## config.mk

```make
export PLATFORM = sky130hd
export DESIGN_NAME = intc_top
export DESIGN_NICKNAME = d
export VERILOG_FILES = /design/src/rtl/intc_pkg.sv /design/src/rtl/intc_gateway.sv /design/src/rtl/intc_arbiter.sv /design/src/rtl/intc_regs.sv /design/src/rtl/intc_top.sv
export SDC_FILE = /design/constraint.sdc
export NUM_CORES = 1
export LEC_CHECK = 0
export BUFFER_PORTS_ARGS = -buffer_cell sky130_fd_sc_hd__buf_2
export CORE_UTILIZATION = 55
export DETAILED_ROUTE_END_ITERATION = 16
export GPL_TIMING_DRIVEN = 0
export PLACE_DENSITY = 0.73
export SETUP_SLACK_MARGIN = 0.3
export SYNTH_ARGS = -nofsm -noshare
export SYNTH_HDL_FRONTEND = slang
export SYNTH_HIERARCHICAL = 1
export SYNTH_SLANG_ARGS = --single-unit
```

## constraint.sdc

```tcl
create_clock -name clk -period 49.4 [get_ports clk]
set_input_delay 2.47 -clock clk [delete_from_list [all_inputs] [get_ports clk]]
set_output_delay 2.47 -clock clk [all_outputs]
set_load 0.02 [all_outputs]
```

## src/rtl/intc_pkg.sv

```systemverilog
package intc_pkg;
  // Address map (byte offsets); software decodes these, so they are fixed.
  localparam logic [31:0] PEND_BASE  = 32'h0000_1000;
  localparam logic [31:0] TRIG_BASE  = 32'h0000_1080;
  localparam logic [31:0] EN_BASE    = 32'h0000_2000;
  localparam int          EN_SHIFT   = 7;   // 0x80 bytes per context
  localparam logic [31:0] CTX_BASE   = 32'h0020_0000;
  localparam int          CTX_SHIFT  = 12;  // 0x1000 bytes per context
  localparam logic [31:0] CTX_OFF_THR   = 32'h0;
  localparam logic [31:0] CTX_OFF_CLAIM = 32'h4;

  typedef enum logic [2:0] {
    SEL_NONE,
    SEL_PRIO,
    SEL_PEND,
    SEL_TRIG,
    SEL_EN,
    SEL_THR,
    SEL_CLAIM
  } reg_sel_e;
endpackage

```

## src/rtl/intc_gateway.sv

```systemverilog
module intc_gateway (
  input  logic clk,
  input  logic rst,
  input  logic src_i,
  input  logic edge_mode_i,
  input  logic sw_set_i,
  input  logic take_i,
  input  logic done_i,
  output logic pend_o
);
  logic busy_q;
  logic held_q;
  logic prev_q;
  logic rise;

  assign rise = src_i & ~prev_q;

  always_ff @(posedge clk) begin
    if (rst) begin
      pend_o <= 1'b0;
      busy_q <= 1'b0;
      held_q <= 1'b0;
      prev_q <= 1'b0;
    end else begin
      prev_q <= src_i;
      if (take_i) begin
        pend_o <= 1'b0;
        busy_q <= 1'b1;
        if (edge_mode_i && rise) held_q <= 1'b1;
      end else begin
        if (sw_set_i) pend_o <= 1'b1;
        if (!busy_q) begin
          if (edge_mode_i ? rise : src_i) pend_o <= 1'b1;
          if (held_q) begin
            pend_o <= 1'b1;
            held_q <= 1'b0;
          end
        end else if (edge_mode_i && rise) begin
          held_q <= 1'b1;
        end
        if (done_i) busy_q <= 1'b0;
      end
    end
  end
endmodule

```

## src/rtl/intc_arbiter.sv

```systemverilog
module intc_arbiter #(
  parameter int NUM_SRC = 32,
  parameter int PRIO_W  = 3,
  localparam int IDW    = $clog2(NUM_SRC)
) (
  input  logic                            clk,
  input  logic                            rst,
  input  logic [NUM_SRC-1:0]              pend_i,
  input  logic [NUM_SRC-1:0]              en_i,
  input  logic [NUM_SRC-1:0][PRIO_W-1:0]  prio_i,
  input  logic [PRIO_W-1:0]               thr_i,
  output logic [IDW-1:0]                  best_id_o,
  output logic                            irq_o
);
  logic [PRIO_W-1:0] best_prio;

  // Strict comparison keeps the lowest ID on a priority tie.
  always_comb begin
    best_id_o = '0;
    best_prio = '0;
    for (int i = 0; i < NUM_SRC; i++) begin
      if (pend_i[i] && en_i[i] && (prio_i[i] > best_prio)) begin
        best_id_o = IDW'(i);
        best_prio = prio_i[i];
      end
    end
  end

  always_ff @(posedge clk) begin
    if (rst) irq_o <= 1'b0;
    else     irq_o <= (best_prio > thr_i);
  end
endmodule

```

## src/rtl/intc_regs.sv

```systemverilog
module intc_regs
  import intc_pkg::*;
#(
  parameter int NUM_SRC  = 32,
  parameter int NUM_CTX  = 2,
  parameter int PRIO_W   = 3,
  parameter int MAX_PRIO = 5,
  parameter int ADDR_W   = 22,
  localparam int IDW       = $clog2(NUM_SRC),
  localparam int NUM_WORDS = NUM_SRC / 32,
  localparam int WIW       = (NUM_WORDS > 1) ? $clog2(NUM_WORDS) : 1,
  localparam int CIW       = (NUM_CTX > 1) ? $clog2(NUM_CTX) : 1
) (
  input  logic                               clk,
  input  logic                               rst,
  input  logic                               bus_valid,
  input  logic                               bus_write,
  input  logic [ADDR_W-1:0]                  bus_addr,
  input  logic [31:0]                        bus_wdata,
  output logic [31:0]                        bus_rdata,
  output logic                               bus_rvalid,
  input  logic [NUM_SRC-1:0]                 pend_i,
  input  logic [NUM_CTX-1:0][IDW-1:0]        best_id_i,
  output logic [NUM_SRC-1:0][PRIO_W-1:0]     prio_o,
  output logic [NUM_CTX-1:0][NUM_SRC-1:0]    en_o,
  output logic [NUM_CTX-1:0][PRIO_W-1:0]     thr_o,
  output logic [NUM_SRC-1:1]                 trig_o,
  output logic [NUM_SRC-1:1]                 sw_set_o,
  output logic [NUM_SRC-1:1]                 take_o,
  output logic [NUM_SRC-1:1]                 done_o
);
  logic [NUM_SRC-1:0][PRIO_W-1:0]  prio_q;
  logic [NUM_CTX-1:0][NUM_SRC-1:0] en_q;
  logic [NUM_CTX-1:0][PRIO_W-1:0]  thr_q;
  logic [NUM_SRC-1:0]              trig_q;

  logic [31:0]    a32;
  logic [31:0]    off;
  reg_sel_e       sel;
  logic [IDW-1:0] d_src;
  logic [WIW-1:0] d_word;
  logic [CIW-1:0] d_ctx;
  logic           wr, rd;
  logic [31:0]    rd_val;
  logic [PRIO_W-1:0] wclamp;

  assign a32 = {{(32-ADDR_W){1'b0}}, bus_addr};
  assign wr  = bus_valid &  bus_write;
  assign rd  = bus_valid & ~bus_write;
  assign wclamp = (bus_wdata > 32'(MAX_PRIO)) ? PRIO_W'(MAX_PRIO) : bus_wdata[PRIO_W-1:0];

  // Address decode
  always_comb begin
    sel    = SEL_NONE;
    d_src  = '0;
    d_word = '0;
    d_ctx  = '0;
    off    = '0;
    if (a32[1:0] == 2'b00) begin
      if (a32 < PEND_BASE) begin
        if ((a32 >> 2) < 32'(NUM_SRC)) begin
          sel   = SEL_PRIO;
          d_src = IDW'(a32 >> 2);
        end
      end else if (a32 < PEND_BASE + 32'(4 * NUM_WORDS)) begin
        sel    = SEL_PEND;
        d_word = WIW'((a32 - PEND_BASE) >> 2);
      end else if (a32 >= TRIG_BASE && a32 < TRIG_BASE + 32'(4 * NUM_WORDS)) begin
        sel    = SEL_TRIG;
        d_word = WIW'((a32 - TRIG_BASE) >> 2);
      end else if (a32 >= EN_BASE && a32 < EN_BASE + (32'(NUM_CTX) << EN_SHIFT)) begin
        off    = a32 - EN_BASE;
        d_ctx  = CIW'(off >> EN_SHIFT);
        d_word = WIW'((off & ((32'd1 << EN_SHIFT) - 32'd1)) >> 2);
        if (((off & ((32'd1 << EN_SHIFT) - 32'd1)) >> 2) < 32'(NUM_WORDS)) sel = SEL_EN;
      end else if (a32 >= CTX_BASE && a32 < CTX_BASE + (32'(NUM_CTX) << CTX_SHIFT)) begin
        off   = a32 - CTX_BASE;
        d_ctx = CIW'(off >> CTX_SHIFT);
        if ((off & ((32'd1 << CTX_SHIFT) - 32'd1)) == CTX_OFF_THR)   sel = SEL_THR;
        if ((off & ((32'd1 << CTX_SHIFT) - 32'd1)) == CTX_OFF_CLAIM) sel = SEL_CLAIM;
      end
    end
  end

  // Per-source strobes to the gateways
  always_comb begin
    for (int i = 1; i < NUM_SRC; i++) begin
      sw_set_o[i] = wr && (sel == SEL_PEND) && (d_word == WIW'(i / 32)) && bus_wdata[i % 32];
      take_o[i]   = rd && (sel == SEL_CLAIM) && (best_id_i[d_ctx] == IDW'(i));
      done_o[i]   = wr && (sel == SEL_CLAIM) && (bus_wdata == 32'(i)) && en_q[d_ctx][i];
    end
  end

  // Configuration storage
  always_ff @(posedge clk) begin
    if (rst) begin
      prio_q <= '0;
      en_q   <= '0;
      thr_q  <= '0;
      trig_q <= '0;
    end else if (wr) begin
      case (sel)
        SEL_PRIO: if (d_src != '0) prio_q[d_src] <= wclamp;
        SEL_TRIG: begin
          trig_q[d_word*32 +: 32] <= bus_wdata;
          trig_q[0] <= 1'b0;
        end
        SEL_EN: begin
          en_q[d_ctx][d_word*32 +: 32] <= bus_wdata;
          en_q[d_ctx][0] <= 1'b0;
        end
        SEL_THR: thr_q[d_ctx] <= wclamp;
        default: ;
      endcase
    end
  end

  // Read mux and registered read port
  always_comb begin
    case (sel)
      SEL_PRIO:  rd_val = 32'(prio_q[d_src]);
      SEL_PEND:  rd_val = pend_i[d_word*32 +: 32];
      SEL_TRIG:  rd_val = trig_q[d_word*32 +: 32];
      SEL_EN:    rd_val = en_q[d_ctx][d_word*32 +: 32];
      SEL_THR:   rd_val = 32'(thr_q[d_ctx]);
      SEL_CLAIM: rd_val = 32'(best_id_i[d_ctx]);
      default:   rd_val = '0;
    endcase
  end

  always_ff @(posedge clk) begin
    if (rst) begin
      bus_rdata  <= '0;
      bus_rvalid <= 1'b0;
    end else begin
      bus_rvalid <= rd;
      if (rd) bus_rdata <= rd_val;
    end
  end

  assign prio_o = prio_q;
  assign en_o   = en_q;
  assign thr_o  = thr_q;
  assign trig_o = trig_q[NUM_SRC-1:1];
endmodule

```

## src/rtl/intc_top.sv

```systemverilog
module intc_top #(
  parameter int NUM_SRC  = 32,
  parameter int NUM_CTX  = 2,
  parameter int PRIO_W   = 3,
  parameter int MAX_PRIO = 5,
  parameter int ADDR_W   = 22
) (
  input  logic                 clk,
  input  logic                 rst,
  input  logic [NUM_SRC-1:1]   src_irq,
  input  logic                 bus_valid,
  input  logic                 bus_write,
  input  logic [ADDR_W-1:0]    bus_addr,
  input  logic [31:0]          bus_wdata,
  output logic [31:0]          bus_rdata,
  output logic                 bus_rvalid,
  output logic [NUM_CTX-1:0]   irq_o
);
  localparam int IDW = $clog2(NUM_SRC);

  logic [NUM_SRC-1:1]                gw_pend;
  logic [NUM_SRC-1:0]                pend_vec;
  logic [NUM_SRC-1:1]                trig, sw_set, take, done;
  logic [NUM_SRC-1:0][PRIO_W-1:0]    prio;
  logic [NUM_CTX-1:0][NUM_SRC-1:0]   en;
  logic [NUM_CTX-1:0][PRIO_W-1:0]    thr;
  logic [NUM_CTX-1:0][IDW-1:0]       best_id;

  assign pend_vec = {gw_pend, 1'b0};

  intc_regs #(
    .NUM_SRC(NUM_SRC), .NUM_CTX(NUM_CTX), .PRIO_W(PRIO_W),
    .MAX_PRIO(MAX_PRIO), .ADDR_W(ADDR_W)
  ) u_regs (
    .clk(clk), .rst(rst),
    .bus_valid(bus_valid), .bus_write(bus_write), .bus_addr(bus_addr),
    .bus_wdata(bus_wdata), .bus_rdata(bus_rdata), .bus_rvalid(bus_rvalid),
    .pend_i(pend_vec), .best_id_i(best_id),
    .prio_o(prio), .en_o(en), .thr_o(thr), .trig_o(trig),
    .sw_set_o(sw_set), .take_o(take), .done_o(done)
  );

  for (genvar g = 1; g < NUM_SRC; g++) begin : g_gw
    intc_gateway u_gw (
      .clk(clk), .rst(rst),
      .src_i(src_irq[g]), .edge_mode_i(trig[g]),
      .sw_set_i(sw_set[g]), .take_i(take[g]), .done_i(done[g]),
      .pend_o(gw_pend[g])
    );
  end

  for (genvar c = 0; c < NUM_CTX; c++) begin : g_ctx
    intc_arbiter #(.NUM_SRC(NUM_SRC), .PRIO_W(PRIO_W)) u_arb (
      .clk(clk), .rst(rst),
      .pend_i(pend_vec), .en_i(en[c]), .prio_i(prio), .thr_i(thr[c]),
      .best_id_o(best_id[c]), .irq_o(irq_o[c])
    );
  end
endmodule

```

# == Word level (Yosys, flattened, before mapping) ==
# Index checks and enable logic that the tools add are counted.
# W data, S select, Z words.
# word_totals
regBits,356
word_cells,1227
# classes
addsub,5
magnitude_cmp,78
n_eq_ne,69
shift,5
mux,480
n_bitwise,68
n_reduce_logical,357
# op_table
op,n
$eq A32 B5 Y1 const B,16
$mux W1,325
$logic_and A1 B1 Y1,288
$eq A32 B4 Y1 const B,8
$mux W3,85
$pmux W32 S6,1
$gt A3 B3 Y1,62
$mux W5,37
$eq A32 B3 Y1 const B,4
$bwmux W96,1
$mux W32,3
$shiftx A32 B7 Y32,3
$eq A5 B5 Y1 const B,16
$lt A22 B13 Y1 const B,3
$and A64 B64 Y64,1
$bwmux W64,1
$demux W32 S1,2
$eq A32 B2 Y1 const B,2
$mux W4,16
$not A64 Y64,1
$reduce_bool A2 Y1,31
$reduce_or A2 Y1,31
$eq A5 B4 Y1 const B,8
$neg A6 Y34,1
39 further kinds,116

# == Longest topological paths before layout ==
# depth
word_depth,98
mapped_depth,226
mapped_depth_nobuf,226

# == Modules after synthesis ==
# The synthesis kept the hierarchy.
# modules_own_cells
mod,n_inst,cells_each,area_per_inst_um2,seq_area_each_um2
intc_regs,1,1448,11412.2,4604.4
intc_arbiter (g_ctx[1].u_arb),1,742,4815.9,20.0
intc_arbiter (g_ctx[0].u_arb),1,744,4693.3,20.0
intc_gateway,31,17,145.1,80.1
intc_top,1,1,3.8,0.0

# == Worst setup path after synthesis ==
# OpenSTA, ideal clock, no wires.
# synth_timing
path_type,reg2reg
from,register u_regs.prio_q (netlist bit u_regs/prio_o[4])
to,register g_gw[11].u_gw.held_q
setup_ps,78
t_arrival_ps,37873
required_ps,49322
path_slack_ps,11449
path_stages_with_launch,213
path_buffers,1
cell_sequence,dfxtp_1 ha_1 nand2b_2 a21o_2 o31ai_1 ha_1 nor2_1 a31oi_1 o31ai_1 nand2_1 mux2_2 ha_1 nor2_1 and2_1 clkbuf_1 o21ai_0 o22a_1 o21ai_0 [... 177 more ...] nor2b_1 o21a_1 o2111ai_1 nor2_1 a21o_1 ha_1 nor2b_1 o21a_1 o2111ai_1 and2_1 nand3_1 or3_1 mux2_2 nor2_1 nand2_1 nor2_1 nor2_1 nor3_1
# synth_rtl
element,line_no,source
start: declaration,intc_regs.sv:32,logic [NUM_SRC-1:0][PRIO_W-1:0] prio_q;
start signal: indexed assignment,intc_regs.sv:103,SEL_PRIO: if (d_src != '0) prio_q[d_src] <= wclamp;
end signal: assignment,intc_gateway.sv:22,held_q <= 1'b0;
end signal: assignment,intc_gateway.sv:29,if (edge_mode_i && rise) held_q <= 1'b1;
end signal: assignment,intc_gateway.sv:36,held_q <= 1'b0;
end: declaration,intc_gateway.sv:12,logic held_q;

==> out/metrics.yaml <==
power:
  vdd_drop_max_uv: 28.8
  p_comb_share_pct: 4.8
  swShare_pct: 24.7
  power_leakage_nw: 10.3
  p_int_mw: 0.485
  p_switching_mw: 0.159
  powerDensity_nw_per_um2: 22.8
  power_frac_seq_pct: 46.2
  power.clock.fraction_pct: 49.0
synthesis:
  ys.warnings.count: 6
  syn_area_um2: 25400
  async_flop_share_pct: 0
  ys.flop_type: "dfxtp_1"
  netlist_instances: 3462
  yosysUniqueCellTypes: 135
  syn_area_per_cell_um2: 7.34
  synth-edff-count: 0
  synth-seq-area-share_pct: 28.0
  yosys_register_bits: 356
floorplanning:
  dieArea_um2: 47100
  core.rowCount: 78
  io_pins: 124
  start_util_pct: 55.9
  dieWidth_um: 217
  core-area_um2: 45500
  fp.dieH_um: 217
critical_path:
  crit_required_ns: 49.86
  max_stage_delay_ns: 1.19
  cp_common_cell: "nor2_1"
  arrival_ns: 46.03
  critPathBufInv: 3
  r2r-start: "u_regs/prio_o[4]"
  r2r_slack_ns: 3.82
  rr_endpoint: "g_gw[24].u_gw/busy_q"
  path_max_fanout: 8
  startpoint_type: "flip-flop"
  critical_path_class: "flip-flop to flip-flop"
  cpLargestDelayFamily: "compound AO/OA/AOI/OAI gates"
  crit_slowest_cell: "a31oi_1"
  critical_path.endpoint_type: "flip-flop"
  r2r_cells: 214
final_layout:
  syn_to_final_growth_pct: 11.2
  nets: 3802
  drive_gt1_share_pct: 9.80
  antenna_cells: 0
  layoutNonFillerInstCount: 4263
  final_core_util_pct: 62.1
  stdcell_area_um2: 28300
timing:
  worst_slew_pin_slew_ns: 1.55
  post-route-min-period_ns: 45.58
  finalSetupViolCount: 0
  drv_slew: 9
  fmax_mhz: 21.9
  slew_headroom_pct: -4.15
  rsz0062_at_grt: "false"
  hold_viol: 0
  fin_skew_ns: 0.0377
  post-route-period-util_pct: 92.3
  final.setup.tns_ns: 0
  timing.hold.ws_ns: 0.485
drt:
  route.vias.total: 28774
  dr.pass1.iters: 6
  via_per_inst: 6.75
  post-route-drc-count: 0
  drt_iter0_drc: 3596
  drt-total-wl_um: 103000
  wl_per_cell_um: 24.1
  postRouteAntennaNets: 0
run_status:
  violations: "capacitance limit, slew limit"
  status: "complete, but fails checks"
clock_tree:
  clock_latency_ns: 0.59
  root_buffer: "clkbuf_16"
  postCtsSetupBuffers: 0
  path_clk_slew_ns: 0.06
  postCtsHoldBufs: 0
  tritoncts: "yes"
  cts.sinks: 356
  clockBufferDepth: 3
  cts_made_buffers: 41
  cts_resized: 0
  ctsHtreeMaxLevel: 2
global_route:
  grt_pass1_vias: 25841
  grt_usage_pct: 42.2
  grt_pass1_wl_um: 153000
  grt_max_degree: 89
  antenna_found_initial: 2
  grt-ovfl-total: 0
min_path:
  holdPathStages: 2
  min_from: "u_regs/trig_q[12]"
  min_path_type: "flip-flop to flip-flop"
  hold-path-endpoint: "u_regs/trig_q[12]"
place:
  dpl_cell_area_um2: 26800
  port_buffers: 119
  place.gp.congestion: 1.04
  hpwl_um: 81200
  placedCellCount: 4189
flow_run:
  drv_cap: 1
-- layout by cell type (no fill, tap or decap), types with 39 or more instances in the layout --
| cell type | instances |
|---|---|
| nand2_1 | 497 |
| nor2_1 | 363 |
| dfxtp_1 | 356 |
| a21oi_1 | 315 |
| inv_1 | 213 |
| nand3_1 | 170 |
| nor3_1 | 136 |
| buf_2 | 134 |
| clkbuf_1 | 101 |
| and2_1 | 100 |
| a211oi_1 | 89 |
| o21ai_0 | 86 |
| a31oi_1 | 84 |
| ha_1 | 80 |
| mux2i_1 | 62 |
| nor2b_1 | 53 |
| and3_1 | 53 |
| nand2b_1 | 51 |
| clkbuf_16 | 42 |
| a211o_1 | 39 |
-- power groups by stage --
stage	Sequential, mW	Clock (mW)	Combinational, mW
6_report	0.298	0.316	0.0311
5_1_grt	0.298	0.329	0.0321
4_1_cts	0.297	0.317	0.0296
3_5_place_dp	0.303	0	0.0294
3_3_place_gp	0.303	0	0.0288
2_1_floorplan	0.300	0	0.0129
-- Yosys cell counts (all sizes together), types with 19 or more instances --
library cell	count	area, µm²
nand2	498	1870
nor2	367	1390
dfxtp	356	7130
a21oi	322	1650
inv	213	800
nand3	171	868
nor3	142	748
and2	104	652
a211oi	94	738
o21ai	94	478
clkbuf	91	342
a31oi	89	597
ha	80	1000
mux2i	62	621
and3	54	339
nor2b	53	332
nand2b	52	328
a211o	40	352
a311oi	31	295
nor4	31	245
or3	29	186
a21o	27	210
o22ai	27	188
buf	26	151
o21a	26	195
o211a	25	258
nand4	23	144
or2	23	146
o211ai	21	163
mux2	20	229
mux4	20	450
o31ai	19	166
-- cell type report --
class / instances / area, µm²
Timing Repair Buffer: 122 / 641
Inverter: 213 / 800
Clock buffer: 60 / 1200
Fill cell: 4186 / 17200
Multi-Input combinational cell: 2782 / 17000
Tap cell: 600 / 751
Buffer: 117 / 493
Clock inverter: 13 / 205
Sequential cell: 356 / 7130
-- per-layer routing --
| layer | up-vias | GRT usage, % | part of all wire [%] |
|---|---|---|---|
| met3 | 295 | 9.11 | 12 |
| li1 | 13008 | - | - |
| met4 | 2 | 17.9 | 4.3 |
| met2 | 1806 | 64.0 | 43 |
| met5 | - | 0 | 0.013 |
| met1 | 13663 | 57.5 | 41 |
-- worst min-delay path, cell delays in order, from the launching register on --
cell and delay (ns):
dfxtp_1 0.33, nand2_1 0.06, a21oi_1 0.05
-- cells by family (layout without fill, tap and decap cells) --
logic type,Yosys count,after routing,synth area share [%]
AND/OR/NAND/NOR,1594,1594,30.1
AO/OA/AOI/OAI,986,986,27.2
flip-flops,356,356,28.0
buffers and inverters,330,525,5.08
multiplexers,102,102,5.11
adder cells (fa/ha/maj),93,93,4.45
other,1,7,0.0147
-- how the worst max path moves through the flow --
stage,startpoint,to,depth (start not counted)
after global routing,u_regs/prio_o[5],g_gw[11].u_gw/held_q,213
after CTS,u_regs/prio_o[4],g_gw[5].u_gw/held_q,212
after detailed placement,u_regs/prio_o[4],g_gw[23].u_gw/busy_q,212
after floorplan,u_regs/prio_o[4],g_gw[11].u_gw/held_q,212
after global placement,u_regs/prio_o[4],g_gw[5].u_gw/busy_q,212
final,u_regs/prio_o[4],g_gw[24].u_gw/busy_q,214
-- state kept, by name, indices dropped and copies added, names as in the netlist, 31 cells and up --
signal,flops
g_gw.u_gw/busy_q,31
g_gw.u_gw/held_q,31
g_gw.u_gw/pend_o,31
g_gw.u_gw/prev_q,31
u_regs/bus_rdata,32
u_regs/en_o,64
u_regs/prio_o,96
u_regs/trig_q,31
-- metrics by stage --
step           worst slack, ns  power, mW
2_1_floorplan            11.45      0.313
3_3_place_gp              6.08      0.332
3_5_place_dp              5.02      0.333
4_1_cts                   4.85      0.643
5_1_grt                  0.742      0.659
6_report                  3.82      0.644
No activity file was read; power rests on OpenSTA's default activity.
